**src/rtl/ctp_pkg.sv**
```systemverilog
package ctp_pkg;
  // one complex sample: imaginary in the upper half, real in the lower half
  typedef struct packed {
    logic [15:0] im;
    logic [15:0] re;
  } ctp_iq_t;

  localparam int unsigned CTP_IQ_W   = 32;
  localparam int unsigned CTP_PART_W = 16;
endpackage

```
**src/rtl/ctp_index_ctr.sv**
```systemverilog
module ctp_index_ctr #(
  parameter int unsigned LANES     = 4,
  parameter int unsigned FRAME_LEN = 512,
  localparam int unsigned IDX_W    = $clog2(FRAME_LEN)
) (
  input  logic             clk,
  input  logic             rst_n,
  input  logic             clr_i,
  input  logic             step_i,
  output logic [IDX_W-1:0] base_o,
  output logic             wrap_o
);
  localparam logic [IDX_W-1:0] STEP = IDX_W'(LANES);
  localparam logic [IDX_W-1:0] LAST = IDX_W'(FRAME_LEN - LANES);

  logic [IDX_W-1:0] base_q, base_d;
  logic             at_last;

  assign at_last = (base_q == LAST);

  always_comb begin
    base_d = base_q;
    if (clr_i)       base_d = '0;
    else if (step_i) base_d = at_last ? '0 : base_q + STEP;
  end

  always_ff @(posedge clk or negedge rst_n) begin
    if (!rst_n) base_q <= '0;
    else        base_q <= base_d;
  end

  assign base_o = base_q;
  assign wrap_o = step_i & ~clr_i & at_last;

  // the last group of a frame is followed by index 0
  a_r4_wrap_to_zero: assert property (@(posedge clk) disable iff (!rst_n)
    (step_i && !clr_i && base_q == LAST) |=> (base_q == '0));
  // no step, no change
  a_r8_index_hold: assert property (@(posedge clk) disable iff (!rst_n)
    (!step_i && !clr_i) |=> $stable(base_q));
  // restart clears the index
  a_r7_index_clear: assert property (@(posedge clk) disable iff (!rst_n)
    clr_i |=> (base_q == '0));
  // a step moves the index by one group
  a_r3_index_step: assert property (@(posedge clk) disable iff (!rst_n)
    (step_i && !clr_i && base_q != LAST) |=> (base_q == $past(base_q) + STEP));
endmodule

```
**src/rtl/ctp_frame_ctr.sv**
```systemverilog
module ctp_frame_ctr #(
  parameter int unsigned FRAME_W = 16
) (
  input  logic               clk,
  input  logic               rst_n,
  input  logic               clr_i,
  input  logic               wrap_i,
  output logic [FRAME_W-1:0] frm_o
);
  logic [FRAME_W-1:0] frm_q, frm_d;

  always_comb begin
    frm_d = frm_q;
    if (clr_i)       frm_d = '0;
    else if (wrap_i) frm_d = frm_q + FRAME_W'(1);
  end

  always_ff @(posedge clk or negedge rst_n) begin
    if (!rst_n) frm_q <= '0;
    else        frm_q <= frm_d;
  end

  assign frm_o = frm_q;

  // one increment per index wrap
  a_r5_frame_step: assert property (@(posedge clk) disable iff (!rst_n)
    (wrap_i && !clr_i) |=> (frm_q == $past(frm_q) + FRAME_W'(1)));
  // no change away from a wrap
  a_r5_frame_hold: assert property (@(posedge clk) disable iff (!rst_n)
    (!wrap_i && !clr_i) |=> $stable(frm_q));
  // restart clears the frame number
  a_r7_frame_clear: assert property (@(posedge clk) disable iff (!rst_n)
    clr_i |=> (frm_q == '0));
endmodule

```
**src/rtl/ctp_lane_fmt.sv**
```systemverilog
module ctp_lane_fmt
  import ctp_pkg::*;
#(
  parameter int unsigned LANES     = 4,
  parameter int unsigned FRAME_LEN = 512,
  parameter int unsigned FRAME_W   = 16,
  localparam int unsigned IDX_W    = $clog2(FRAME_LEN)
) (
  input  logic [IDX_W-1:0]          base_i,
  input  logic [FRAME_W-1:0]        frm_i,
  output logic [LANES*CTP_IQ_W-1:0] word_o
);
  for (genvar k = 0; k < LANES; k++) begin : g_lane
    ctp_iq_t          smp;
    logic [IDX_W-1:0] idx;
    assign idx    = base_i + IDX_W'(k);
    assign smp.re = CTP_PART_W'(idx);
    assign smp.im = CTP_PART_W'(frm_i);
    assign word_o[k*CTP_IQ_W +: CTP_IQ_W] = smp;
  end
endmodule

```
**src/rtl/ctp_source.sv**
```systemverilog
module ctp_source
  import ctp_pkg::*;
#(
  parameter int unsigned LANES     = 4,
  parameter int unsigned FRAME_LEN = 512,
  parameter int unsigned FRAME_W   = 16,
  localparam int unsigned IDX_W    = $clog2(FRAME_LEN),
  localparam int unsigned OUT_W    = LANES * CTP_IQ_W
) (
  input  logic             clk,
  input  logic             rst_n,
  input  logic             trig_i,
  input  logic             adv_i,
  output logic             smp_vld_o,
  output logic [OUT_W-1:0] smp_o
);
  // reset: asserted at once, released on the clock
  logic [1:0] rst_sync_q;
  logic       rst_s;

  always_ff @(posedge clk or negedge rst_n) begin
    if (!rst_n) rst_sync_q <= 2'b00;
    else        rst_sync_q <= {rst_sync_q[0], 1'b1};
  end
  assign rst_s = rst_sync_q[1];

  logic             emit;
  logic [IDX_W-1:0] base;
  logic [FRAME_W-1:0] frm;
  logic             wrap;
  logic [OUT_W-1:0] word;

  assign emit = adv_i & ~trig_i;

  ctp_index_ctr #(.LANES(LANES), .FRAME_LEN(FRAME_LEN)) u_idx (
    .clk(clk), .rst_n(rst_s), .clr_i(trig_i), .step_i(adv_i),
    .base_o(base), .wrap_o(wrap)
  );

  ctp_frame_ctr #(.FRAME_W(FRAME_W)) u_frm (
    .clk(clk), .rst_n(rst_s), .clr_i(trig_i), .wrap_i(wrap), .frm_o(frm)
  );

  ctp_lane_fmt #(.LANES(LANES), .FRAME_LEN(FRAME_LEN), .FRAME_W(FRAME_W)) u_fmt (
    .base_i(base), .frm_i(frm), .word_o(word)
  );

  // output register
  logic             vld_q, vld_d;
  logic [OUT_W-1:0] out_q, out_d;

  always_comb begin
    vld_d = emit;
    out_d = emit ? word : out_q;
  end

  always_ff @(posedge clk or negedge rst_s) begin
    if (!rst_s) begin
      vld_q <= 1'b0;
      out_q <= '0;
    end else begin
      vld_q <= vld_d;
      out_q <= out_d;
    end
  end

  assign smp_vld_o = vld_q;
  assign smp_o     = out_q;

  // an accepted advance shows up on the next edge
  a_r9_valid_follows: assert property (@(posedge clk) disable iff (!rst_s)
    (adv_i && !trig_i) |=> smp_vld_o);
  // no group emitted, data held
  a_r8_idle_hold: assert property (@(posedge clk) disable iff (!rst_s)
    !(adv_i && !trig_i) |=> (!smp_vld_o && $stable(smp_o)));
  // lane 0 of an emitted group is aligned to a group boundary
  a_r2_lane0_aligned: assert property (@(posedge clk) disable iff (!rst_s)
    smp_vld_o |-> (smp_o[1:0] == 2'(0) || LANES != 4));

  initial begin
    a_r4_len_multiple: assert (FRAME_LEN % LANES == 0 && FRAME_W <= 16);
  end
endmodule

```
**config.mk**
```make
export PLATFORM = sky130hd
export DESIGN_NAME = ctp_source
export DESIGN_NICKNAME = d
export VERILOG_FILES = /design/src/rtl/ctp_pkg.sv /design/src/rtl/ctp_index_ctr.sv /design/src/rtl/ctp_frame_ctr.sv /design/src/rtl/ctp_lane_fmt.sv /design/src/rtl/ctp_source.sv
export SDC_FILE = /design/constraint.sdc
export NUM_CORES = 1
export LEC_CHECK = 0
export ABC_AREA = 1
export ABC_CLOCK_PERIOD_IN_PS = 2200
export CAP_MARGIN = 20
export CELL_PAD_IN_SITES_DETAIL_PLACEMENT = 0
export CELL_PAD_IN_SITES_GLOBAL_PLACEMENT = 1
export CORE_MARGIN = 4
export CORE_UTILIZATION = 31
export CTS_CLUSTER_DIAMETER = 120
export CTS_CLUSTER_SIZE = 30
export DETAILED_ROUTE_END_ITERATION = 12
export GPL_TIMING_DRIVEN = 1
export PLACE_DENSITY = 0.77
export SLEW_MARGIN = 25
export SYNTH_ARGS = -nofsm -noshare
export SYNTH_HDL_FRONTEND = slang
export SYNTH_SLANG_ARGS = --single-unit
export TNS_END_PERCENT = 50
```
**constraint.sdc**
```tcl
create_clock -name clk -period 2.2 [get_ports clk]
set_clock_uncertainty 0.2 [all_clocks]
set_input_delay 0.44 -clock clk [delete_from_list [all_inputs] [get_ports clk]]
set_output_delay 0.44 -clock clk [all_outputs]
set_load 0.02 [all_outputs]
```
==> results of run 1 <==
-- synth_stat cells, drive strengths merged --
cell and instances:
nand2 111, buf 100, dfrtp 58, inv 29, o21ai 26, nor2 22
nand3 17, nand4 7, a21oi 5, ha 3, a22o 2, clkbuf 2
conb 2, nor3 2, a22oi 1, nor3b 1, o211ai 1, or2 1
xnor2 1
-- routing by layer --
layer | GRT usage | share of wire
met5 | 0 | 0
met4 | 0.05805 | 0.020
met3 | 0.02271 | 0.066
met2 | 0.1880 | 0.49
met1 | 0.1346 | 0.42
-- kinds of logic (layout without fill, tap and decap cells) --
logic type / count (synthesis) / count (layout) / share of synthesized area
AOI/OAI and AO/OA: 35 / 35 / 0.05796
xor gates and xnor gates: 1 / 1 / 0.002705
adders and majority gates: 3 / 3 / 0.01159
buffers and inverters: 131 / 155 / 0.2647
DFF: 58 / 58 / 0.4482
other: 2 / 33 / 0.002319
and+or+nand+nor: 161 / 161 / 0.2125
-- where the power goes --
part           total (mW)  switching [mW]  internal, mW  leakage (nW)
Clock                1.11           0.439         0.670         0.109
Combinational       0.195           0.140        0.0550         0.985
Sequential           1.09          0.0111          1.08         0.794
Total                2.39           0.590          1.80          1.89
-- per-stage QoR --
step | cell area [µm²] | hold WS [ps]
2_1_floorplan | 3354 | -55.59
3_3_place_gp | 3839 | 139.7
3_5_place_dp | 3839 | 135.6
4_1_cts | 4065 | 45.02
5_1_grt | 4091 | 54.44
6_report | 4091 | 59.13
-- registers in the layout, summed over array words and instances, names as in the netlist --
register and flops:
smp_vld_o 1, rst_sync_q 2, u_frm.frm_o 16, u_idx.base_o 7, smp_o 32
-- area by class of cell --
cell class / count / area [µm²]
Sequential cell: 58 / 1454
Tap cell: 136 / 170.2
Multi-Input combinational cell: 233 / 1056
Clock buffer: 10 / 137.6
Timing Repair Buffer: 110 / 1076
Inverter: 29 / 108.9
Fill cell: 1027 / 6140
Clock inverter: 6 / 88.84
-- repair_timing --
action / CTS / global route
gates resized for setup: 0 / 4
setup buffers: 0 / 2
endpoints found under the setup margin: 0 / 11
-- worst register-to-register path, stage by stage, from the launching register on --
cell and delay, ps:
dfrtp_2 420, ha_1 230, nand4_1 130, nor2_1 140, ha_2 240, nand3_2 180
nor2_1 220, nand3_1 90, o21ai_0 80, nand2_1 70, inv_1 50
-- worst max-delay path by stage --
| stage | slack [ps] | cells past startpoint | start | endpoint |
|---|---|---|---|---|
| 6_report | 100 | 10 | u_idx.base_o[2] | u_frm.frm_o[11] |
| 5_1_grt | -40 | 10 | u_idx.base_o[2] | u_frm.frm_o[11] |
| 4_1_cts | 9 | 9 | u_idx.base_o[2] | u_frm.frm_o[14] |
| 3_5_place_dp | 60 | 9 | u_idx.base_o[2] | u_frm.frm_o[14] |
| 3_3_place_gp | 150 | 9 | u_idx.base_o[2] | u_frm.frm_o[14] |
| 2_1_floorplan | 250 | 10 | u_idx.base_o[2] | u_frm.frm_o[9] |
==> impl_metrics.env, run 1 <==
export IMPL_place_congestion=0.7767
export IMPL_clock_sinks=58
export IMPL_cts_buffers=9
export IMPL_syn_avg_cell_area_um2=8.282
export IMPL_syn_to_final_growth_pct=26.35
export IMPL_cts_tree="yes"
export IMPL_syn_inst=391
export IMPL_dieArea_um2=12150
export IMPL_yosys_warnings=0
export IMPL_drive_gt1_frac=0.09417
export IMPL_grt_pass1_vias=2280
export IMPL_fin_nets=448
export IMPL_max_freq_ghz=0.4755
export IMPL_ctsHtreeMaxLevel=3
export IMPL_path_buf_inv=1
export IMPL_post_drt_wl_per_cell_um=11.83
export IMPL_cellPowerDensity_nw_per_um2=585.1
export IMPL_synth_top_cells_by_area="dfrtp_1 45%, buf_4 22%, nand2_1 13%, o21ai_0 3.7%, inv_1 2.9%"
export IMPL_antennaDiodeCount=0
export IMPL_portBuffers=100
export IMPL_grt_overflow_total=0
export IMPL_placementRows=37
export IMPL_setup_viol=0
export IMPL_clk_latency_ps=340
export IMPL_grt_max_degree=57
export IMPL_yosysSeqAreaShare=0.4482
export IMPL_rr_worst_depth=10
export IMPL_synthesis_area_um2=3238
export IMPL_status="complete, no violations"
export IMPL_slew_headroom=0.5228
export IMPL_cp_arrival_ps=2180
export IMPL_power_mw=2.394
export IMPL_maxSlewViolCount=0
export IMPL_start_util=0.3165
export IMPL_synth_top_area_cell="dfrtp_1"
export IMPL_min_path_type="input port to async pin"
export IMPL_grt_usage=0.1117
export IMPL_layout_common_cells="110 x nand2_1, 100 x clkdlybuf4s50_1, 56 x dfrtp_1"
export IMPL_cts_root_buffer_cell="clkbuf_8"
export IMPL_rsz0062_at_grt="true"
export IMPL_firstDrtPassIters=4
export IMPL_hold_viol=0
export IMPL_design_core_area_um2=10230
export IMPL_cts_hold_buffers=0
export IMPL_p_leak_nw=1.888
export IMPL_crit_top_cell="nor2_1"
export IMPL_regToRegStartpoint="u_idx.base_o[2]"
export IMPL_timing_worst_slew_pin_value_ps=715.8
export IMPL_ys_ff_latch=58
export IMPL_cts_clk_slew_worst_paths_ps=70
export IMPL_pin_count=133
export IMPL_place_inst=564
export IMPL_netlist_area_leader_share=0.4482
export IMPL_mostFrequentLayoutCell="nand2_1"
export IMPL_first_iter_violations=97
export IMPL_fin_crit_sh=0.9559
export IMPL_drc=0
export IMPL_setup_ws_ps=96.94
export IMPL_stdcell_count=582
export IMPL_final_util=0.3999
export IMPL_critPathKind="flop to flop"
export IMPL_antenna_found_initial=0
export IMPL_dpl_hpwl_mm=5.122
export IMPL_peakVddDrop_mv=0.2579
export IMPL_cp_start_kind="flop"
export IMPL_critPathMaxStageDelay_ps=420
export IMPL_die_y_um=110.2
export IMPL_clock_path_buffers=2
export IMPL_postRouteAntennaNets=0
export IMPL_drt_total_wl_mm=6.886
export IMPL_regToRegEndpoint="u_frm.frm_o[11]"
export IMPL_grt_pass1_wl_mm=10.80
export IMPL_vias_per_cell=4.218
export IMPL_path_cells="ha_1, nand4_1, nor2_1, ha_2, nand3_2, nor2_1, nand3_1, o21ai_0, nand2_1, inv_1"
export IMPL_path_max_fanout=6
export IMPL_fin_setup_tns_ps=0
export IMPL_die_w_um=110.2
export IMPL_cp_top_family="simple AND/OR/NAND/NOR gates"
export IMPL_dp_slack_ps=58.27
export IMPL_cpMaxStageDelayCell="dfrtp_2"
export IMPL_ff2ff_setup_slack_ps=100
export IMPL_min_period_ps=2103
export IMPL_critPathRequiredTime_ps=2270
export IMPL_synth_cell_type_count=27
export IMPL_num_vias=2455
export IMPL_end_kind="flop"
export IMPL_drv_cap=0
Note: power is estimated with default switching activity, not from simulation.
==> run 2: changes to the inputs <==
--- a/config.mk
+++ b/config.mk
@@ -5,9 +5,7 @@
 export SDC_FILE = /design/constraint.sdc
 export NUM_CORES = 1
 export LEC_CHECK = 0
-export ABC_AREA = 1
 export ABC_CLOCK_PERIOD_IN_PS = 2200
-export CAP_MARGIN = 20
 export CELL_PAD_IN_SITES_DETAIL_PLACEMENT = 0
 export CELL_PAD_IN_SITES_GLOBAL_PLACEMENT = 1
 export CORE_MARGIN = 4
@@ -16,7 +14,7 @@
 export CTS_CLUSTER_SIZE = 30
 export DETAILED_ROUTE_END_ITERATION = 12
 export GPL_TIMING_DRIVEN = 1
-export PLACE_DENSITY = 0.77
+export PLACE_DENSITY = 0.76
 export SLEW_MARGIN = 25
 export SYNTH_ARGS = -nofsm -noshare
 export SYNTH_HDL_FRONTEND = slang
==> run 2 against run 1 <==
  * Critical path depth is 2 lower
  * The flow now finishes with violations (negative setup slack)
  * Utilization increased by 2.2 points
  * Setup slack lost 280 ps
  * Largest cell class unchanged
  * Maximum frequency fell by 12%
  * Worst hold slack improved by 5.1 ps
  * Global-route usage increased by 0.35 points
  * Synthesized area is 1.9% lower
==> impl_metrics.env, run 2 <==
export IMPL_setup_ws_ps=-187.0
export IMPL_violations="negative setup slack"
export IMPL_mostFrequentLayoutCell="clkdlybuf4s50_1"
export IMPL_antennaDiodeCount=0
export IMPL_cellPowerDensity_nw_per_um2=542.4
export IMPL_first_iter_violations=113
export IMPL_synthesis_area_um2=3177
export IMPL_ys_ff_latch=58
export IMPL_yosysSeqAreaShare=0.4569
export IMPL_cts_clk_slew_worst_paths_ps=60
export IMPL_synthTopCellsByCount="97 x buf_4, 89 x nand2_1, 58 x dfrtp_1"
export IMPL_grt_pass1_vias=2229
export IMPL_netlist_area_leader_share=0.4569
export IMPL_design_core_area_um2=9864
export IMPL_synth_edf_count=0
export IMPL_largest_register_ffs=32
export IMPL_portBuffers=100
export IMPL_hold_viol=0
export IMPL_pin_count=133
export IMPL_holdWs_ps=64.26
export IMPL_p_leak_nw=1.941
export IMPL_cts_hold_buffers=0
export IMPL_grt_usage=0.1152
export IMPL_max_freq_ghz=0.4189
export IMPL_critPathRequiredTime_ps=2260
export IMPL_yosysMostFrequentCell="buf_4"
export IMPL_synthFlopType="dfrtp_1"
export IMPL_synth_cell_type_count=31
export IMPL_syn_to_final_growth_pct=30.88
export IMPL_grt_pass1_wl_mm=10.64
export IMPL_synth_top_area_cell="dfrtp_1"
export IMPL_firstDrtPassIters=4
export IMPL_syn_inst=353
export IMPL_cts_tree="yes"
export IMPL_dpl_hpwl_mm=4.838
export IMPL_post_drt_wl_per_cell_um=12.46
export IMPL_fin_setup_tns_ps=-303.7
export IMPL_clock_sinks=58
export IMPL_cp_arrival_ps=2450
export IMPL_min_period_ps=2387
export IMPL_setup_viol=2
export IMPL_clk_latency_ps=340
export IMPL_fin_nets=421
export IMPL_grt_max_degree=57
export IMPL_layout_common_cells="100 x clkdlybuf4s50_1, 89 x nand2_1, 57 x dfrtp_1"
export IMPL_status="finished with violations"
export IMPL_syn_avg_cell_area_um2=8.999
export IMPL_cts_buffers=9
export IMPL_cts_root_buffer_cell="clkbuf_8"
export IMPL_yosys_warnings=0
export IMPL_vias_per_cell=4.165
export IMPL_dp_slack_ps=-333.8
export IMPL_timing_worst_slew_pin_value_ps=717.6
export IMPL_drc=0
export IMPL_ctsHtreeMaxLevel=3
export IMPL_drv_cap=0
export IMPL_antenna_found_initial=0
export IMPL_die_y_um=109.2
export IMPL_fin_crit_sh=1.085
export IMPL_die_w_um=109.2
export IMPL_grt_overflow_total=0
export IMPL_synth_top_cells_by_area="dfrtp_1 46%, buf_4 23%, nand2_1 11%, mux2i_1 1.9%, nor2_1 1.8%"
export IMPL_power_mw=2.255
export IMPL_path_max_fanout=3
export IMPL_critPathKind="flop to flop"
export IMPL_rsz0062_at_grt="true"
export IMPL_start_util=0.3220
export IMPL_drt_total_wl_mm=6.878
export IMPL_ys_async_sr_fraction=1.000
export IMPL_placementRows=36
export IMPL_slew_headroom=0.5216
export IMPL_postRouteAntennaNets=0
export IMPL_fillers=940
export IMPL_place_congestion=0.7821
export IMPL_end_kind="flop"
export IMPL_num_vias=2299
export IMPL_min_path_type="input port to async pin"
export IMPL_dieArea_um2=11930
export IMPL_cp_start_kind="flop"
export IMPL_clock_path_buffers=2
export IMPL_peakVddDrop_mv=0.2888
export IMPL_maxSlewViolCount=0
export IMPL_drive_gt1_frac=0.1337
-- run 2: changes by cell type after synthesis, moves of 5 or more --
cell,previous run,this run
inv_1,25,4
nand2_1,110,89
o21ai_0,24,6
nand3_1,16,7
clkbuf_1,2,9
a21oi_1,5,11
mux2i_1,0,6
nand2b_1,0,6
nor2b_1,0,5
-- run 2: power breakdown --
part | switching, mW | internal, mW
Sequential | 0.00990 | 1.08
Clock | 0.411 | 0.551
Combinational | 0.143 | 0.0606
-- run 2: area by class of cell --
class | instances | area [µm²] | share of cell area
clock buffer | 13 | 148.9 | 0.03581
clock inverter | 3 | 40.04 | 0.009630
inverter | 5 | 18.77 | 0.004514
multi-input combinational | 215 | 1142 | 0.2748
sequential | 58 | 1453 | 0.3494
tap | 133 | 166.4 | 0.04002
timing repair buffer | 125 | 1189 | 0.2859
-- run 2: critical path: stages, from the launching register on --
cell and delay (ps):
dfrtp_1 400, ha_4 180, nand3_4 80, nor2_2 80
ha_2 180, a21oi_2 50, or4b_4 510, or4_4 490
a21oi_2 130
-- run 2: cell families (layout without fill, tap and decap cells) --
logic type               after synthesis  in the layout  synth area share
AND/OR/NAND/NOR                      144            144            0.2048
buffers and inverters                111            146            0.2458
flip-flops                            58             58            0.4569
AO/OA/AOI/OAI                         21             21           0.03663
XOR/XNOR                               7              7           0.01930
multiplexers                           7              7           0.02245
adder cells (fa/ha/maj)                3              3           0.01182
other                                  2             33          0.002364
-- run 2: routing by layer --
| metal | vias up | wire (µm) | track usage |
|---|---|---|---|
| met1 | 1071 | 2985 | 0.1428 |
| met5 | - | 0 | 0 |
| met4 | 0 | 144 | 0.06055 |
| met2 | 93 | 3172 | 0.1820 |
| met3 | 10 | 576 | 0.03256 |
| li1 | 1125 | - | - |
-- run 2: what timing repair did --
item,4_1_cts,5_1_grt
buffers inserted,0,1
pin swaps,3,1
resized for setup,4,6
endpoints found under the setup margin,7,11
-- run 2: worst paths after layout --
check	startpoint	end	slack (ps)	depth (start not counted)
max	u_idx.base_o[3]	u_frm.frm_o[14]	-190	8
min	rst_n	rst_sync_q[0]	60	1
max reg2reg	u_idx.base_o[3]	u_frm.frm_o[14]	-190	8
min reg2reg	rst_sync_q[0]	rst_sync_q[1]	160	0
max in group asynchronous	rst_sync_q[1]	u_frm.frm_o[9]	1120	1
min in group clk	rst_sync_q[0]	rst_sync_q[1]	160	0
-- run 2: through the flow --
| stage | instances | instance area (µm²) | utilization |
|---|---|---|---|
| 2_1_floorplan | 384 | 3313 | - |
| 3_3_place_gp | 535 | 3900 | 0.3954 |
| 3_5_place_dp | 535 | 3900 | 0.3954 |
| 4_1_cts | 551 | 4108 | 0.4164 |
| 5_1_grt | 552 | 4158 | 0.4215 |
| 6_report | 552 | 4158 | 0.4215 |
